==> src/rtl/bsw_pkg.sv <==
package bsw_pkg;
  typedef enum logic [1:0] {
    PER_LONG  = 2'b00,
    PER_MID   = 2'b01,
    PER_SHORT = 2'b10,
    PER_OFF   = 2'b11
  } period_e;
endpackage

==> src/rtl/bsw_sync.sv <==
module bsw_sync #(
  parameter int W      = 2,
  parameter int STAGES = 2
) (
  input  logic         clk_i,
  input  logic         rst_ni,
  input  logic [W-1:0] d_i,
  input  logic [W-1:0] rst_val_i,
  output logic [W-1:0] q_o
);
  logic [STAGES-1:0] chain [W];

  for (genvar b = 0; b < W; b++) begin : g_bit
    always_ff @(posedge clk_i or negedge rst_ni) begin
      if (!rst_ni) chain[b] <= {STAGES{rst_val_i[b]}};
      else         chain[b] <= {chain[b][STAGES-2:0], d_i[b]};
    end
    assign q_o[b] = chain[b][STAGES-1];
  end
endmodule

==> src/rtl/bsw_start_det.sv <==
module bsw_start_det (
  input  logic clk_i,
  input  logic rst_ni,
  input  logic scl_i,
  input  logic sda_i,
  output logic start_o
);
  logic sda_prev;

  always_ff @(posedge clk_i or negedge rst_ni) begin
    if (!rst_ni) sda_prev <= 1'b1;
    else         sda_prev <= sda_i;
  end

  assign start_o = scl_i & sda_prev & ~sda_i;
endmodule

==> src/rtl/bsw_cfg_reg.sv <==
module bsw_cfg_reg
  import bsw_pkg::*;
(
  input  logic       clk_i,
  input  logic       rst_ni,
  input  logic       we_i,
  input  logic       wp_i,
  input  logic [1:0] period_i,
  input  logic       wpen_i,
  output period_e    period_o,
  output logic       wpen_o
);
  logic locked;
  assign locked = wp_i & wpen_o;

  always_ff @(posedge clk_i or negedge rst_ni) begin
    if (!rst_ni) begin
      period_o <= PER_LONG;
      wpen_o   <= 1'b0;
    end else if (we_i && !locked) begin
      period_o <= period_e'(period_i);
      wpen_o   <= wpen_i;
    end
  end
endmodule

==> src/rtl/bsw_counter.sv <==
module bsw_counter
  import bsw_pkg::*;
#(
  parameter int TICKS_LONG  = 1400,
  parameter int TICKS_MID   = 600,
  parameter int TICKS_SHORT = 200,
  localparam int CNT_W      = $clog2(TICKS_LONG + 1)
) (
  input  logic    clk_i,
  input  logic    rst_ni,
  input  logic    tick_i,
  input  logic    start_i,
  input  logic    hold_i,
  input  period_e period_i,
  output logic    timeout_o
);
  logic [CNT_W-1:0] cnt;
  logic [CNT_W-1:0] lim;
  logic             en;
  logic             armed;

  always_comb begin
    en = 1'b1;
    unique case (period_i)
      PER_LONG:  lim = CNT_W'(TICKS_LONG);
      PER_MID:   lim = CNT_W'(TICKS_MID);
      PER_SHORT: lim = CNT_W'(TICKS_SHORT);
      default: begin
        lim = '0;
        en  = 1'b0;
      end
    endcase
  end

  always_ff @(posedge clk_i or negedge rst_ni) begin
    if (!rst_ni) begin
      cnt       <= '0;
      armed     <= 1'b1;
      timeout_o <= 1'b0;
    end else begin
      timeout_o <= 1'b0;
      if (hold_i) begin
        cnt   <= '0;
        armed <= 1'b1;
      end else if (start_i || !en) begin
        cnt <= '0;
      end else if (armed && tick_i) begin
        // >= so that a shorter period written mid-count still expires
        if (cnt >= lim - 1'b1) begin
          timeout_o <= 1'b1;
          cnt       <= '0;
          armed     <= 1'b0;
        end else begin
          cnt <= cnt + 1'b1;
        end
      end
    end
  end
endmodule

==> src/rtl/bus_start_wdog.sv <==
module bus_start_wdog
  import bsw_pkg::*;
#(
  parameter int TICKS_LONG  = 1400,
  parameter int TICKS_MID   = 600,
  parameter int TICKS_SHORT = 200
) (
  input  logic       clk_i,
  input  logic       rst_ni,
  input  logic       tick_i,
  input  logic       scl_i,
  input  logic       sda_i,
  input  logic       wp_i,
  input  logic       cfg_we_i,
  input  logic [1:0] cfg_period_i,
  input  logic       cfg_wpen_i,
  input  logic       rst_hold_i,
  output logic [1:0] period_o,
  output logic       wpen_o,
  output logic       timeout_o
);
  logic [1:0] bus_s;
  logic       start;
  period_e    period;

  bsw_sync #(.W(2), .STAGES(2)) u_sync (
    .clk_i     (clk_i),
    .rst_ni    (rst_ni),
    .d_i       ({scl_i, sda_i}),
    .rst_val_i (2'b11),
    .q_o       (bus_s)
  );

  bsw_start_det u_det (
    .clk_i   (clk_i),
    .rst_ni  (rst_ni),
    .scl_i   (bus_s[1]),
    .sda_i   (bus_s[0]),
    .start_o (start)
  );

  bsw_cfg_reg u_cfg (
    .clk_i    (clk_i),
    .rst_ni   (rst_ni),
    .we_i     (cfg_we_i),
    .wp_i     (wp_i),
    .period_i (cfg_period_i),
    .wpen_i   (cfg_wpen_i),
    .period_o (period),
    .wpen_o   (wpen_o)
  );

  bsw_counter #(
    .TICKS_LONG  (TICKS_LONG),
    .TICKS_MID   (TICKS_MID),
    .TICKS_SHORT (TICKS_SHORT)
  ) u_cnt (
    .clk_i     (clk_i),
    .rst_ni    (rst_ni),
    .tick_i    (tick_i),
    .start_i   (start),
    .hold_i    (rst_hold_i),
    .period_i  (period),
    .timeout_o (timeout_o)
  );

  assign period_o = period;
endmodule

==> config.mk <==
export PLATFORM = sky130hd
export DESIGN_NAME = bus_start_wdog
export DESIGN_NICKNAME = d
export VERILOG_FILES = /design/src/rtl/bsw_pkg.sv /design/src/rtl/bsw_sync.sv /design/src/rtl/bsw_start_det.sv /design/src/rtl/bsw_cfg_reg.sv /design/src/rtl/bsw_counter.sv /design/src/rtl/bus_start_wdog.sv
export SDC_FILE = /design/constraint.sdc
export NUM_CORES = 1
export LEC_CHECK = 0
export BUFFER_PORTS_ARGS = -buffer_cell sky130_fd_sc_hd__buf_4
export CAP_MARGIN = 10
export CORE_MARGIN = 3
export CORE_UTILIZATION = 56
export CTS_CLUSTER_SIZE = 30
export DETAILED_ROUTE_END_ITERATION = 12
export GPL_ROUTABILITY_DRIVEN = 0
export PLACE_DENSITY = 0.82
export SLEW_MARGIN = 20
export SYNTH_ARGS = -nofsm -noshare
export SYNTH_HDL_FRONTEND = slang
export SYNTH_SLANG_ARGS = --single-unit
==> constraint.sdc <==
create_clock -name clk_i -period 2.9 [get_ports clk_i]
set_input_delay 0.58 -clock clk_i [delete_from_list [all_inputs] [get_ports clk_i]]
set_output_delay 0.58 -clock clk_i [all_outputs]
set_load 0.005 [all_outputs]
==> flow_summary.ini <==
[yosys]
syn_area_sq_mm = 0.00123
syn-mean-instance-area_sq_um = 9.51
synth_nets = 150
ys_seq_area_frac = 0.434
synthFlopType = dfrtp_1
ys_types = 35
async_reset_ff_frac = 1.00
netlist_instances = 129
ys_seq_elements = 21
synth_edf_count = 0
yosysWarnings = 0

[cells_and_area]
antennaDiodeCount = 0
final_common_cell = nand2_1
layout_common_cells = nand2_1, buf_4, dfrtp_1, ha_1, a21oi_1
layout-drive-gt1-share = 0.217
nets = 165
area_growth_pct = 11.4
design_area_sq_mm = 0.00137

[detailed_routing]
wl_met2_um = 1260
drt-total-wl_um = 2510
top_layer = met4
postRouteAntennaNets = 0
drtIter0Drc = 27
drc = 0
met1_length_um = 1100
route.met3.wl_um = 113
dr.pass1.iters = 6
vias = 1037
wl_per_cell_um = 14.7
viasPerCell = 6.10

[power_and_ir_drop]
pwr-share-clk = 0.259
leakagePower_nw = 0.573
peakVddDrop_v = 0.000345
p_total_mw = 0.548
pwr-share-comb = 0.164
switching_power_mw = 0.149
p_seq_frac = 0.577
switching_share = 0.272
p_int_mw = 0.399
power_density_mw_per_mm2 = 401

[timing]
fin_tns_setup_ns = 0
max_freq_ghz = 0.417
hold_viol = 0
rsz0062_at_grt = false
maxSlewViolCount = 0
skew_ns = 0.0146
tightest_slew_ns = 0.738
max_slew_margin = 0.507
period_share = 0.828
period_needed_ns = 2.40
setup_violations = 0

[floorplan]
ioPinCount = 15
fp.dieW_um = 52.8
num_rows = 16
die_area_sq_mm = 0.00279
initial_core_util = 0.607
coreArea_sq_mm = 0.00202
die_h_um = 52.8

[clock_network]
cts-resized-gates = 0
hold_buffers = 0
post_cts_buffers = 0
clkTransAtPathRegs_ns = 0.13
htree_levels = 1
cts.sinks = 21
clk_path_buf_depth = 2
numCtsBuffers = 3
cts-root-buf = clkbuf_4
clk_latency_ns = 0.31
tritoncts = done

[global_routing]
grt_pass1_vias = 976
grt_max_degree = 24
grt_pass1_wl_um = 4200
grt-ovfl-total = 0
track_usage = 0.208
antenna_found_initial = 0

[setup_path]
critPathLaunchType = flip-flop
critPathRequiredTime_ns = 3.14
arrival_ns = 2.64
crit_path_end_kind = flip-flop
worstSetupPathType = flip-flop to flip-flop
crit_fanout = 15

[placed_design]
post-dp-hpwl_um = 1840
io_buffers = 14
postPlaceCellArea_sq_mm = 0.00134

[run]
maxCapViolCount = 0

[min_path]
min_path_type = input pin to asynchronous set/reset pin

[status]
status = finished, final reports clean
[area by class of cell]
cell class,instances,area (sq um)
fill,171,654
multi-input combinational,98,638
sequential,21,533
timing repair buffer,16,120
tap,27,33.8
clock buffer,3,22.5
inverter,4,15.0
clock inverter,1,5.00
[kinds of logic after synthesis]
kind of cell,Yosys count,share of synthesized area
buf+inv,10,0.0459
simple gates,56,0.241
compound gates,31,0.168
flops,21,0.434
fa+ha+maj,10,0.102
mux,1,0.00917
[metrics by stage]
step	util	hold slack (ns)	worst slack (ns)	std cells
6_report	0.676	0.119	0.500	170
5_1_grt	0.676	0.117	0.333	170
4_1_cts	0.676	0.130	0.502	170
3_5_place_dp	0.663	0.349	0.535	166
3_3_place_gp	0.663	0.348	0.631	166
2_1_floorplan	-	0.284	0.872	129
[power by group through the flow]
| stage | clock, mW | combinational, mW | sequential (mW) |
|---|---|---|---|
| 2_1_floorplan | 0 | 0.0501 | 0.320 |
| 3_3_place_gp | 0 | 0.0856 | 0.321 |
| 3_5_place_dp | 0 | 0.0903 | 0.322 |
| 4_1_cts | 0.146 | 0.0905 | 0.316 |
| 5_1_grt | 0.161 | 0.103 | 0.318 |
| 6_report | 0.142 | 0.0901 | 0.316 |
[state kept, by name (all words and copies together) (netlist names)]
name	count
u_det.sda_prev	1
u_cnt.cnt	11
u_sync.chain	2
u_cfg.period_o	2
u_cnt.armed	1
u_cnt.timeout_o	1
u_cfg.wpen_o	1
u_sync.q_o	2
[cells in the mapped netlist, drive strengths merged, types with 3 or more instances]
master  count  share of area
a21oi       9          0.037
a31oi       4          0.020
buf         3          0.024
clkbuf      3         0.0092
dfrtp      15           0.31
dfstp       6           0.13
ha         10           0.10
inv         4          0.012
nand2      18          0.055
nand3       9          0.041
nand4       6          0.031
nor2        5          0.015
nor3        5          0.020
nor4        4          0.025
o211ai      6          0.041
o21a        3          0.018
o21ai       3          0.012
[path summary, 6_finish.rpt]
kind / end / startpoint / cells past startpoint / slack [ns]
worst max-delay path: u_cnt.armed / u_cfg.period_o[0] / 9 / 0.50
worst min register to register: u_sync.q_o[1] / u_sync.chain[0] / 0 / 0.36
min in group clk_i: u_sync.q_o[1] / u_sync.chain[0] / 0 / 0.36
worst min-delay path: u_cnt.cnt[4] / rst_ni / 1 / 0.12
worst max register to register: u_cnt.armed / u_cfg.period_o[0] / 9 / 0.50
max in group asynchronous: u_det.sda_prev / rst_ni / 1 / 2.50
[worst max-delay path: stages, from the launching register on]
cell and delay, ns:
dfrtp_1 0.40, inv_1 0.08, ha_1 0.28, inv_1 0.06, ha_1 0.29, nand4_1 0.09, o22ai_1 0.22, o211ai_2 0.29
and2_1 0.26, o32a_1 0.34
[metal layers]
metal / GRT usage / vias up
li1: - / 509
met1: 0.244 / 494
met2: 0.372 / 29
met3: 0.0370 / 5
met4: 0.0766 / 0
met5: 0 / -
Note: power is estimated with default switching activity, not from simulation.
